**config.mk**
```make
export PLATFORM = sky130hd
export DESIGN_NAME = rsd_timing_ctrl
export DESIGN_NICKNAME = d
export VERILOG_FILES = /design/src/rtl/rsd_pkg.sv /design/src/rtl/rsd_param_learn.sv /design/src/rtl/rsd_lat_calc.sv /design/src/rtl/rsd_out_sched.sv /design/src/rtl/rsd_timing_ctrl.sv
export SDC_FILE = /design/constraint.sdc
export NUM_CORES = 1
export LEC_CHECK = 0
export ABC_AREA = 1
export CAP_MARGIN = 20
export CORE_UTILIZATION = 50
export DETAILED_ROUTE_END_ITERATION = 8
export PLACE_DENSITY = 0.7
export SYNTH_ARGS = -nofsm -noshare
export SYNTH_HDL_FRONTEND = slang
export SYNTH_SLANG_ARGS = --single-unit
```
**constraint.sdc**
```tcl
create_clock -name clk -period 5.7 [get_ports clk]
set_input_delay 0.855 -clock clk [delete_from_list [all_inputs] [get_ports clk]]
set_output_delay 0.855 -clock clk [all_outputs]
set_load 0.1 [all_outputs]
```
**src/rtl/rsd_pkg.sv**
```systemverilog
// Shared types and constants for the decoder timing controller.
package rsd_pkg;
    // Learning phases of the block-length capture.
    typedef enum logic [1:0] {
        PH_IDLE = 2'd0,
        PH_DATA = 2'd1,
        PH_PAR  = 2'd2,
        PH_RUN  = 2'd3
    } learn_st_t;

    // Smallest parity count usable when correction is enabled.
    localparam int unsigned PAR_MIN_FIX = 8;
endpackage

```
**src/rtl/rsd_param_learn.sv**
```systemverilog
// Learns K and R from the first framed block after reset and produces
// input-side edge strobes. Assumes data_phase is low during reset and
// that every block carries at least one data and one parity symbol.
module rsd_param_learn
    import rsd_pkg::*;
#(
    parameter int CNT_W = 8,
    localparam int N_W  = CNT_W + 1
) (
    input  logic             clk,
    input  logic             rst_n,
    input  logic             data_phase,
    output logic             rise_o,
    output logic [CNT_W-1:0] k_o,
    output logic [CNT_W-1:0] r_o,
    output logic [N_W-1:0]   n_o,
    output logic             valid_o,
    output logic             blk_start_o,
    output logic             par_start_o
);
    localparam logic [CNT_W-1:0] CNT_MAX = '1;

    learn_st_t        st_q;
    logic             dp_q;
    logic             fall;
    logic [CNT_W-1:0] kc_q;
    logic [CNT_W-1:0] rc_q;

    assign rise_o = data_phase & ~dp_q;
    assign fall   = ~data_phase & dp_q;

    // Previous data_phase sample and registered edge strobes.
    always_ff @(posedge clk) begin
        if (!rst_n) begin
            dp_q        <= 1'b0;
            blk_start_o <= 1'b0;
            par_start_o <= 1'b0;
        end else begin
            dp_q        <= data_phase;
            blk_start_o <= rise_o;
            par_start_o <= fall;
        end
    end

    // Phase-two learning: count data and parity cycles, then commit.
    always_ff @(posedge clk) begin
        if (!rst_n) begin
            st_q    <= PH_IDLE;
            kc_q    <= '0;
            rc_q    <= '0;
            k_o     <= '0;
            r_o     <= '0;
            n_o     <= '0;
            valid_o <= 1'b0;
        end else begin
            unique case (st_q)
                PH_IDLE: begin
                    if (rise_o) begin
                        kc_q <= CNT_W'(1);
                        st_q <= PH_DATA;
                    end
                end
                PH_DATA: begin
                    if (data_phase) begin
                        if (kc_q != CNT_MAX) kc_q <= kc_q + CNT_W'(1);
                    end else begin
                        rc_q <= CNT_W'(1);
                        st_q <= PH_PAR;
                    end
                end
                PH_PAR: begin
                    if (!data_phase) begin
                        if (rc_q != CNT_MAX) rc_q <= rc_q + CNT_W'(1);
                    end else begin
                        k_o     <= kc_q;
                        r_o     <= rc_q;
                        n_o     <= {1'b0, kc_q} + {1'b0, rc_q};
                        valid_o <= 1'b1;
                        st_q    <= PH_RUN;
                    end
                end
                default: ;
            endcase
        end
    end
endmodule

```
**src/rtl/rsd_lat_calc.sv**
```systemverilog
// Combinational latency and minimum-length evaluation for the three
// latency modes. Select B dominates select A. Halved terms round down
// individually.
module rsd_lat_calc
    import rsd_pkg::*;
#(
    parameter int CNT_W = 8,
    localparam int N_W  = CNT_W + 1,
    localparam int LAT_W = N_W + 3
) (
    input  logic [N_W-1:0]   n_i,
    input  logic [CNT_W-1:0] r_i,
    input  logic             sel_a,
    input  logic             sel_b,
    output logic [LAT_W-1:0] lat_o,
    output logic             short_o,
    output logic             par_low_o
);
    logic [LAT_W-1:0] nx;
    logic [LAT_W-1:0] rx;
    logic [LAT_W-1:0] n3h;
    logic [LAT_W-1:0] r3h;
    logic [LAT_W-1:0] lim;

    assign nx = LAT_W'(n_i);
    assign rx = LAT_W'(r_i);

    // Closed-form latency and minimum block length per mode.
    always_comb begin
        n3h = (nx * LAT_W'(3)) >> 1;
        r3h = (rx * LAT_W'(3)) >> 1;
        if (sel_b) begin
            lat_o = n3h + r3h + LAT_W'(15);
            lim   = r3h + LAT_W'(15);
        end else if (sel_a) begin
            lat_o = (nx << 1) + (rx << 1) + LAT_W'(13);
            lim   = (rx << 1) + LAT_W'(13);
        end else begin
            lat_o = (nx << 1) + rx * LAT_W'(5) + LAT_W'(33);
            lim   = rx * LAT_W'(5) + LAT_W'(15);
        end
    end

    assign short_o   = nx < lim;
    assign par_low_o = rx < LAT_W'(PAR_MIN_FIX);
endmodule

```
**src/rtl/rsd_out_sched.sv**
```systemverilog
// Output-side scheduler: time-stamps each input block start in a small
// queue and replays it when its age reaches the latency. It then walks
// N output positions and marks data and last symbols. Assumes blocks
// in flight never exceed DEPTH (a power of two) and latency exceeds N+2.
module rsd_out_sched #(
    parameter int N_W   = 9,
    parameter int LAT_W = 12,
    parameter int DEPTH = 8,
    localparam int TS_W  = LAT_W + 1,
    localparam int PTR_W = $clog2(DEPTH)
) (
    input  logic             clk,
    input  logic             rst_n,
    input  logic             push_i,
    input  logic             lat_ok_i,
    input  logic [LAT_W-1:0] lat_i,
    input  logic [N_W-1:0]   k_i,
    input  logic [N_W-1:0]   n_i,
    output logic             ready_o,
    output logic             eob_o
);
    logic [TS_W-1:0]  ts_q;
    logic [TS_W-1:0]  stamp_mem [DEPTH];
    logic [PTR_W-1:0] wp_q;
    logic [PTR_W-1:0] rp_q;
    logic [PTR_W:0]   cnt_q;
    logic [TS_W-1:0]  age;
    logic [TS_W-1:0]  lat_m1;
    logic             have;
    logic             start;
    logic             stale;
    logic             pop;
    logic             do_push;
    logic             act_q;
    logic             act_d;
    logic [N_W-1:0]   pos_q;
    logic [N_W-1:0]   pos_d;

    assign have    = cnt_q != '0;
    assign age     = ts_q - stamp_mem[rp_q];
    assign lat_m1  = TS_W'(lat_i) - TS_W'(1);
    assign start   = lat_ok_i && have && (age == lat_m1);
    assign stale   = lat_ok_i && have && (age > lat_m1);
    assign pop     = start | stale;
    assign do_push = push_i && ((cnt_q != (PTR_W+1)'(DEPTH)) || pop);

    // Free-running time stamp.
    always_ff @(posedge clk) begin
        if (!rst_n) ts_q <= '0;
        else        ts_q <= ts_q + TS_W'(1);
    end

    // Stamp storage; contents need no reset.
    always_ff @(posedge clk) begin
        if (do_push) stamp_mem[wp_q] <= ts_q;
    end

    // Queue pointers and occupancy.
    always_ff @(posedge clk) begin
        if (!rst_n) begin
            wp_q  <= '0;
            rp_q  <= '0;
            cnt_q <= '0;
        end else begin
            if (do_push) wp_q <= wp_q + PTR_W'(1);
            if (pop)     rp_q <= rp_q + PTR_W'(1);
            unique case ({do_push, pop})
                2'b10:   cnt_q <= cnt_q + (PTR_W+1)'(1);
                2'b01:   cnt_q <= cnt_q - (PTR_W+1)'(1);
                default: ;
            endcase
        end
    end

    // Next output position within the block being replayed.
    always_comb begin
        act_d = 1'b0;
        pos_d = pos_q;
        if (start) begin
            act_d = 1'b1;
            pos_d = '0;
        end else if (act_q && (pos_q != n_i - N_W'(1))) begin
            act_d = 1'b1;
            pos_d = pos_q + N_W'(1);
        end
    end

    // Registered output position and strobes.
    always_ff @(posedge clk) begin
        if (!rst_n) begin
            act_q   <= 1'b0;
            pos_q   <= '0;
            ready_o <= 1'b0;
            eob_o   <= 1'b0;
        end else begin
            act_q   <= act_d;
            pos_q   <= pos_d;
            ready_o <= act_d && (pos_d < k_i);
            eob_o   <= act_d && (pos_d == n_i - N_W'(1));
        end
    end
endmodule

```
**src/rtl/rsd_timing_ctrl.sv**
```systemverilog
// Top of the decoder timing controller. Captures setup inputs during
// reset, learns the block shape, registers latency and parameter error,
// and schedules output-side strobes. Assumes the setup inputs are held
// through the reset interval and data_phase stays low through reset and
// the two cycles after it.
module rsd_timing_ctrl #(
    parameter int CNT_W = 8,
    parameter int LIM_W = 5,
    parameter int DEPTH = 8,
    localparam int N_W   = CNT_W + 1,
    localparam int LAT_W = N_W + 3
) (
    input  logic             clk,
    input  logic             rst_n,
    input  logic             data_phase,
    input  logic             fix_en,
    input  logic [LIM_W-1:0] flag_lim_i,
    input  logic             stat_sel_i,
    input  logic             lat_sel_a,
    input  logic             lat_sel_b,
    output logic [CNT_W-1:0] k_o,
    output logic [CNT_W-1:0] r_o,
    output logic [N_W-1:0]   n_o,
    output logic [LIM_W-1:0] flag_lim_o,
    output logic             stat_sel_o,
    output logic [LAT_W-1:0] latency_o,
    output logic             params_valid_o,
    output logic             param_err_o,
    output logic             blk_start_o,
    output logic             par_start_o,
    output logic             out_ready_o,
    output logic             out_eob_o
);
    logic             sel_a_q;
    logic             sel_b_q;
    logic             rise;
    logic [LAT_W-1:0] lat_c;
    logic             short_c;
    logic             par_low_c;
    logic             lat_ok_q;

    // Setup capture: follows the inputs while reset is asserted.
    always_ff @(posedge clk) begin
        if (!rst_n) begin
            flag_lim_o <= flag_lim_i;
            stat_sel_o <= stat_sel_i;
            sel_a_q    <= lat_sel_a;
            sel_b_q    <= lat_sel_b;
        end
    end

    rsd_param_learn #(.CNT_W(CNT_W)) u_learn (
        .clk         (clk),
        .rst_n       (rst_n),
        .data_phase  (data_phase),
        .rise_o      (rise),
        .k_o         (k_o),
        .r_o         (r_o),
        .n_o         (n_o),
        .valid_o     (params_valid_o),
        .blk_start_o (blk_start_o),
        .par_start_o (par_start_o)
    );

    rsd_lat_calc #(.CNT_W(CNT_W)) u_lat (
        .n_i       (n_o),
        .r_i       (r_o),
        .sel_a     (sel_a_q),
        .sel_b     (sel_b_q),
        .lat_o     (lat_c),
        .short_o   (short_c),
        .par_low_o (par_low_c)
    );

    // Registered latency, its qualifier and the parameter-error flag.
    always_ff @(posedge clk) begin
        if (!rst_n) begin
            latency_o   <= '0;
            lat_ok_q    <= 1'b0;
            param_err_o <= 1'b0;
        end else begin
            latency_o   <= params_valid_o ? lat_c : '0;
            lat_ok_q    <= params_valid_o;
            param_err_o <= params_valid_o && (short_c || (fix_en && par_low_c));
        end
    end

    rsd_out_sched #(.N_W(N_W), .LAT_W(LAT_W), .DEPTH(DEPTH)) u_sched (
        .clk      (clk),
        .rst_n    (rst_n),
        .push_i   (rise),
        .lat_ok_i (lat_ok_q),
        .lat_i    (latency_o),
        .k_i      ({1'b0, k_o}),
        .n_i      (n_o),
        .ready_o  (out_ready_o),
        .eob_o    (out_eob_o)
    );
endmodule

```
# Word level (Yosys, flattened, before mapping)
# Memories as Yosys holds them, arrays and structs flattened. A register that Yosys moved wholly into a read port is not among the register bits.
# Cells that the tools add are included.
# word_totals
ramBits,104
input_bits,12
word_cells,123
memories,1
ff_bits,104
out_inout_bits,49
# classes
muxes,25
n_lt_le_gt_ge,4
bitwise_logic,5
n_mul,3
reduce_logical,22
n_eq_ne,17
addsub,21
# mem_list
memory,depth,word_bits,rd,rd_ports_with_merged_regs,wr,line_no,text
u_sched.stamp_mem,8,13,1,1,1,rsd_out_sched.sv:23,logic [TS_W-1:0] stamp_mem [DEPTH];
# op_table
cell,count
$mux 12,4
$mux 8,6
$add 12x4->12 const B,3
$pmux 8 s2,2
$mux 9,2
$add 8x1->8 const B,2
$ne 8x8->1 const B,2
$add 13x1->13 const B,1
$eq 13x13->1,1
$gt 13x13->1,1
$sub 12x1->13 const B,1
$sub 13x13->13,1
$add 10x12->12,1
$add 11x11->12,1
$add 11x4->12 const B,1
$add 12x6->12 const B,1
$lt 9x12->1,1
$reduce_and 4->1,3
$add 10x9->11,1
$mul 8x3->11 const B,1
$mul 9x2->11 const B,1
$add 9x4->10 const B,1
$mul 8x2->10 const B,1
$add 8x8->9,1
29 further kinds,57

# Longest topological paths before layout
# depth
ltp_word,8
ltp_mapped,34

# Cells and area by module
# From an unflattened synthesis, not the netlist that was laid out.
# hier_totals
hier_cells,1800
area_unflattened_um2,14367.5
# modules_own_cells
mod,seq_area_each_um2,area_each_um2,cells_per_inst,instances
rsd_out_sched,3883.7,7469.7,814,1
rsd_lat_calc,0.0,3681.0,590,1
rsd_param_learn,940.9,2537.4,342,1
rsd_timing_ctrl,520.5,679.4,54,1

# Least setup slack after synthesis
# Ideal clock, no wire load.
# synth_path
kind,reg-to-reg
from,register (tool-made name)
to,"memory u_sched.stamp_mem[0][0] (netlist bit), enable pin"
required_ps,5318
setup_ps,382
setup_slack_ps,136
t_arrival_ps,5182
stages_incl_launch_ff,31
cell_sequence,dfxtp_1 -> clkbuf_1 -> inv_1 -> clkbuf_1 -> clkbuf_1 -> o21ai_0 -> a31oi_1 -> ha_1 -> fa_1 -> o31ai_1 -> a21o_1 -> a21oi_1 -> o21ai_0 -> a21oi_1 -> nor2_1 -> nor2_1 -> xor2_1 -> inv_1 -> ha_1 -> nand2_1 -> nor2_1 -> nand4_1 -> nor4_1 -> inv_1 -> nand2_2 -> inv_1 -> nand3_1 -> nand2_1 -> inv_1 -> nand2_1 -> nor2_1
# synth_lines
item,line_no
end: declaration,rsd_out_sched.sv:23

==> impl_metrics.yaml <==
status:
  status: "completed"
floorplanning:
  core_area_sq_mm: 0.02688
  die_w_um: 167.4
  row_count: 60
  initial_utilization_pct: 50.92
  ios: 61
  fp.dieH_um: 167.4
  die_area_sq_mm: 0.02803
logic_synthesis:
  avgSynthCellArea_sq_um: 8.289
  synth_seq_cells: 211
  syn-num-nets: 1826
  synth_cell_type_count: 50
  synthTopCellsByArea: "edfxtp_1 (25%), dfxtp_1 (14%), ha_1 (14%)"
  synth_top_area_cell: "edfxtp_1"
  syn_area_sq_mm: 0.01368
  synth_top_area_share_pct: 24.58
  synth-seq-area-share_pct: 39.06
  yosysWarnings: 0
  synth_cells: 1651
clock_tree:
  tritoncts: "built"
  cts_buffers: 23
  clkSinkCount: 211
  htreeDepth: 1
  clk_path_buf_depth: 3
  clock-root-buffer: "clkbuf_16"
  path_clk_slew_ps: 60
  insertion_delay_ps: 530
  hold_buffers: 0
power:
  combPwrFrac_pct: 40.2
  switchingPower_uw: 2220
  power_density_mw_per_mm2: 354.3
  power.leakage_uw: 0.006903
  p_sw_share_pct: 40.03
  seqPwrFrac_pct: 32.5
  ir_drop_v: 0.0002787
  p_int_uw: 3326
  clockPowerShare_pct: 27.3
drt:
  route.met2.wl_um: 16570
  routed_wl_um: 34400
  dr_wl_met3_um: 1689
  routedLengthMet1_um: 14740
  highest_layer: "met4"
  avgViaCountPerCell: 5.552
  drc: 0
  vias: 11610
  drt_iter0_markers: 798
  drtPass1Iterations: 5
  wire_per_inst_um: 16.45
  final_antenna_net_count: 0
sta:
  hold_viol_final: 0
  finalSetupViolCount: 0
  timing.final.max_slew_violations: 0
  period_share_pct: 91.67
  finalCriticalPeriod_ps: 5225
  clock_skew_ps: 12.62
  slew_headroom_pct: 31.94
  fin_ws_ps: 474.9
  worstMarginPinSlew_ps: 1018
  fmax_mhz: 191.4
layout:
  drive_gt1_share_pct: 7.371
  final_nets: 1908
  instances_no_fill: 2091
  fin_area_sq_mm: 0.01565
  final_cell_mix: "inv_1 (222), nand2_1 (214), nor2_1 (170)"
  diodes: 0
  layout_commonest_cell: "inv_1"
  syn_to_final_growth_pct: 14.39
global_routing:
  grt_max_degree: 41
  grt_usage_pct: 24.49
  grt_overflow: 0
  grt_first_pass_wirelength_um: 55100
  antenna_found_initial: 0
  grt_pass1_vias: 10910
placed_design:
  gp_congestion: 0.9188
  dpl-instance-area_sq_mm: 0.01480
  dp_cells: 2047
  post-place-ws_ps: 288.2
  dp_hpwl_um: 25910
  io_buffers: 60
worst_setup_path:
  crit_type: "reg2reg"
  start_kind: "register"
  end_kind: "register"
  crit_arrival_ps: 5680
  cp_max_fo: 13
  crit_required_ps: 6150
job:
  maxCapViolations: 0
worst_hold_path:
  hp-class: "reg2reg"
==> critical path, stage by stage (launching register included) <==
cell and delay, ps:
dfxtp_1 390, clkinvlp_4 220, buf_4 240, o21ai_0 90, o22ai_1 100, o21ai_0 560, ha_1 390, a21oi_1 160
inv_1 50, a31oi_1 230, nor2_1 90, nand3_1 80, nand2_1 60, xor2_1 160, ha_1 320, nand4_1 90
nor4_1 280, nand2_1 470, nand3_4 240, inv_1 70, ha_1 300, a21oi_1 150, o21ai_0 100, a21oi_1 150
nand3_1 80, nor2_1 80
==> final cells by class <==
class | instances | area [sq um]
flip-flops and latches | 211 | 5345
fillers | 2378 | 11220
repair buffers | 97 | 893.4
clock buffers | 34 | 738.2
clock inverters | 8 | 60.06
well taps | 341 | 426.7
multi-input cells | 1169 | 7320
inverters | 231 | 870.8
==> sequential cells by signal (all words and copies together), names as in the netlist, 2 cells and up, named ones only <==
name,flops
u_learn.r_o,8
flag_lim_o,5
u_sched.wp_q,3
latency_o,12
u_sched.cnt_q,4
u_learn.st_q,2
u_learn.rc_q,8
u_sched.ts_q,13
u_learn.k_o,8
u_learn.n_o,9
u_sched.rp_q,3
u_learn.kc_q,8
u_sched.pos_q,9
u_sched.stamp_mem,104
==> routing by layer <==
metal  vias to the layer above  global-route usage [%]
met5                         -                       0
met4                         0                   9.254
met3                       100                   3.238
met2                       322                   42.72
met1                      5406                   30.77
li1                       5782                       -
==> path summary, 6_finish.rpt <==
kind,end,start,slack (ps),cells after the start
worst max register to register,u_sched.ready_o$_SDFF_PN0_,register,470,25
worst min register to register,u_learn.blk_start_o$_SDFF_PN0_,u_learn.dp_q$_SDFF_PN0_,450,1
worst max-delay path,u_sched.ready_o$_SDFF_PN0_,register,470,25
worst min-delay path,u_learn.blk_start_o$_SDFF_PN0_,u_learn.dp_q$_SDFF_PN0_,450,1
==> per-stage QoR <==
stage          TNS [ps]  utilization (%)  power, uW  hold slack (ps)
3_3_place_gp          0            55.08       4003            427.0
3_5_place_dp          0            55.08       4035            437.5
5_1_grt          -816.0            58.24       5898            480.2
4_1_cts               0            58.05       5556            445.9
6_report              0            58.24       5546            448.2
2_1_floorplan         0                -       3502            412.1
==> cells in the mapped netlist (all sizes together) <==
master	instances
o31ai	1
o311ai	3
xnor2	19
edfxtp	112
or2	7
ha	155
o21bai	6
nand3b	1
nand4	18
o2111ai	1
a22oi	1
nor2	172
xor2	57
a221oi	3
nor3b	1
clkinv	2
or3	2
a31oi	8
a21o	5
o221ai	13
nor4	9
a211oi	7
a21boi	4
o211ai	5
nor3	22
buf	6
o22ai	15
fa	8
a32oi	3
nand3	85
a21oi	148
o21ai	156
clkbuf	34
dfxtp	99
inv	229
nand2	234
==> power by group through the flow <==
| stage | logic, uW | clock network [uW] | registers [uW] |
|---|---|---|---|
| 6_report | 2230 | 1520 | 1800 |
| 5_1_grt | 2500 | 1590 | 1810 |
| 3_3_place_gp | 2170 | 0 | 1830 |
| 4_1_cts | 2220 | 1530 | 1800 |
| 2_1_floorplan | 1390 | 0 | 2110 |
| 3_5_place_dp | 2200 | 0 | 1830 |
==> what timing repair did <==
| action | in CTS | in global routing |
|---|---|---|
| setup endpoints to repair | 0 | 108 |
| setup buffers | 0 | 2 |
| gates resized for setup | 0 | 14 |
==> cell families after synthesis <==
logic type / share of synthesized area (%)
and+or+nand+nor: 17.88
AOI/OAI and AO/OA: 15.26
buffers and inverters: 7.589
DFF: 39.06
adders and majority gates: 15.34
xor gates and xnor gates: 4.864
No activity file was read; power rests on OpenSTA's default activity.
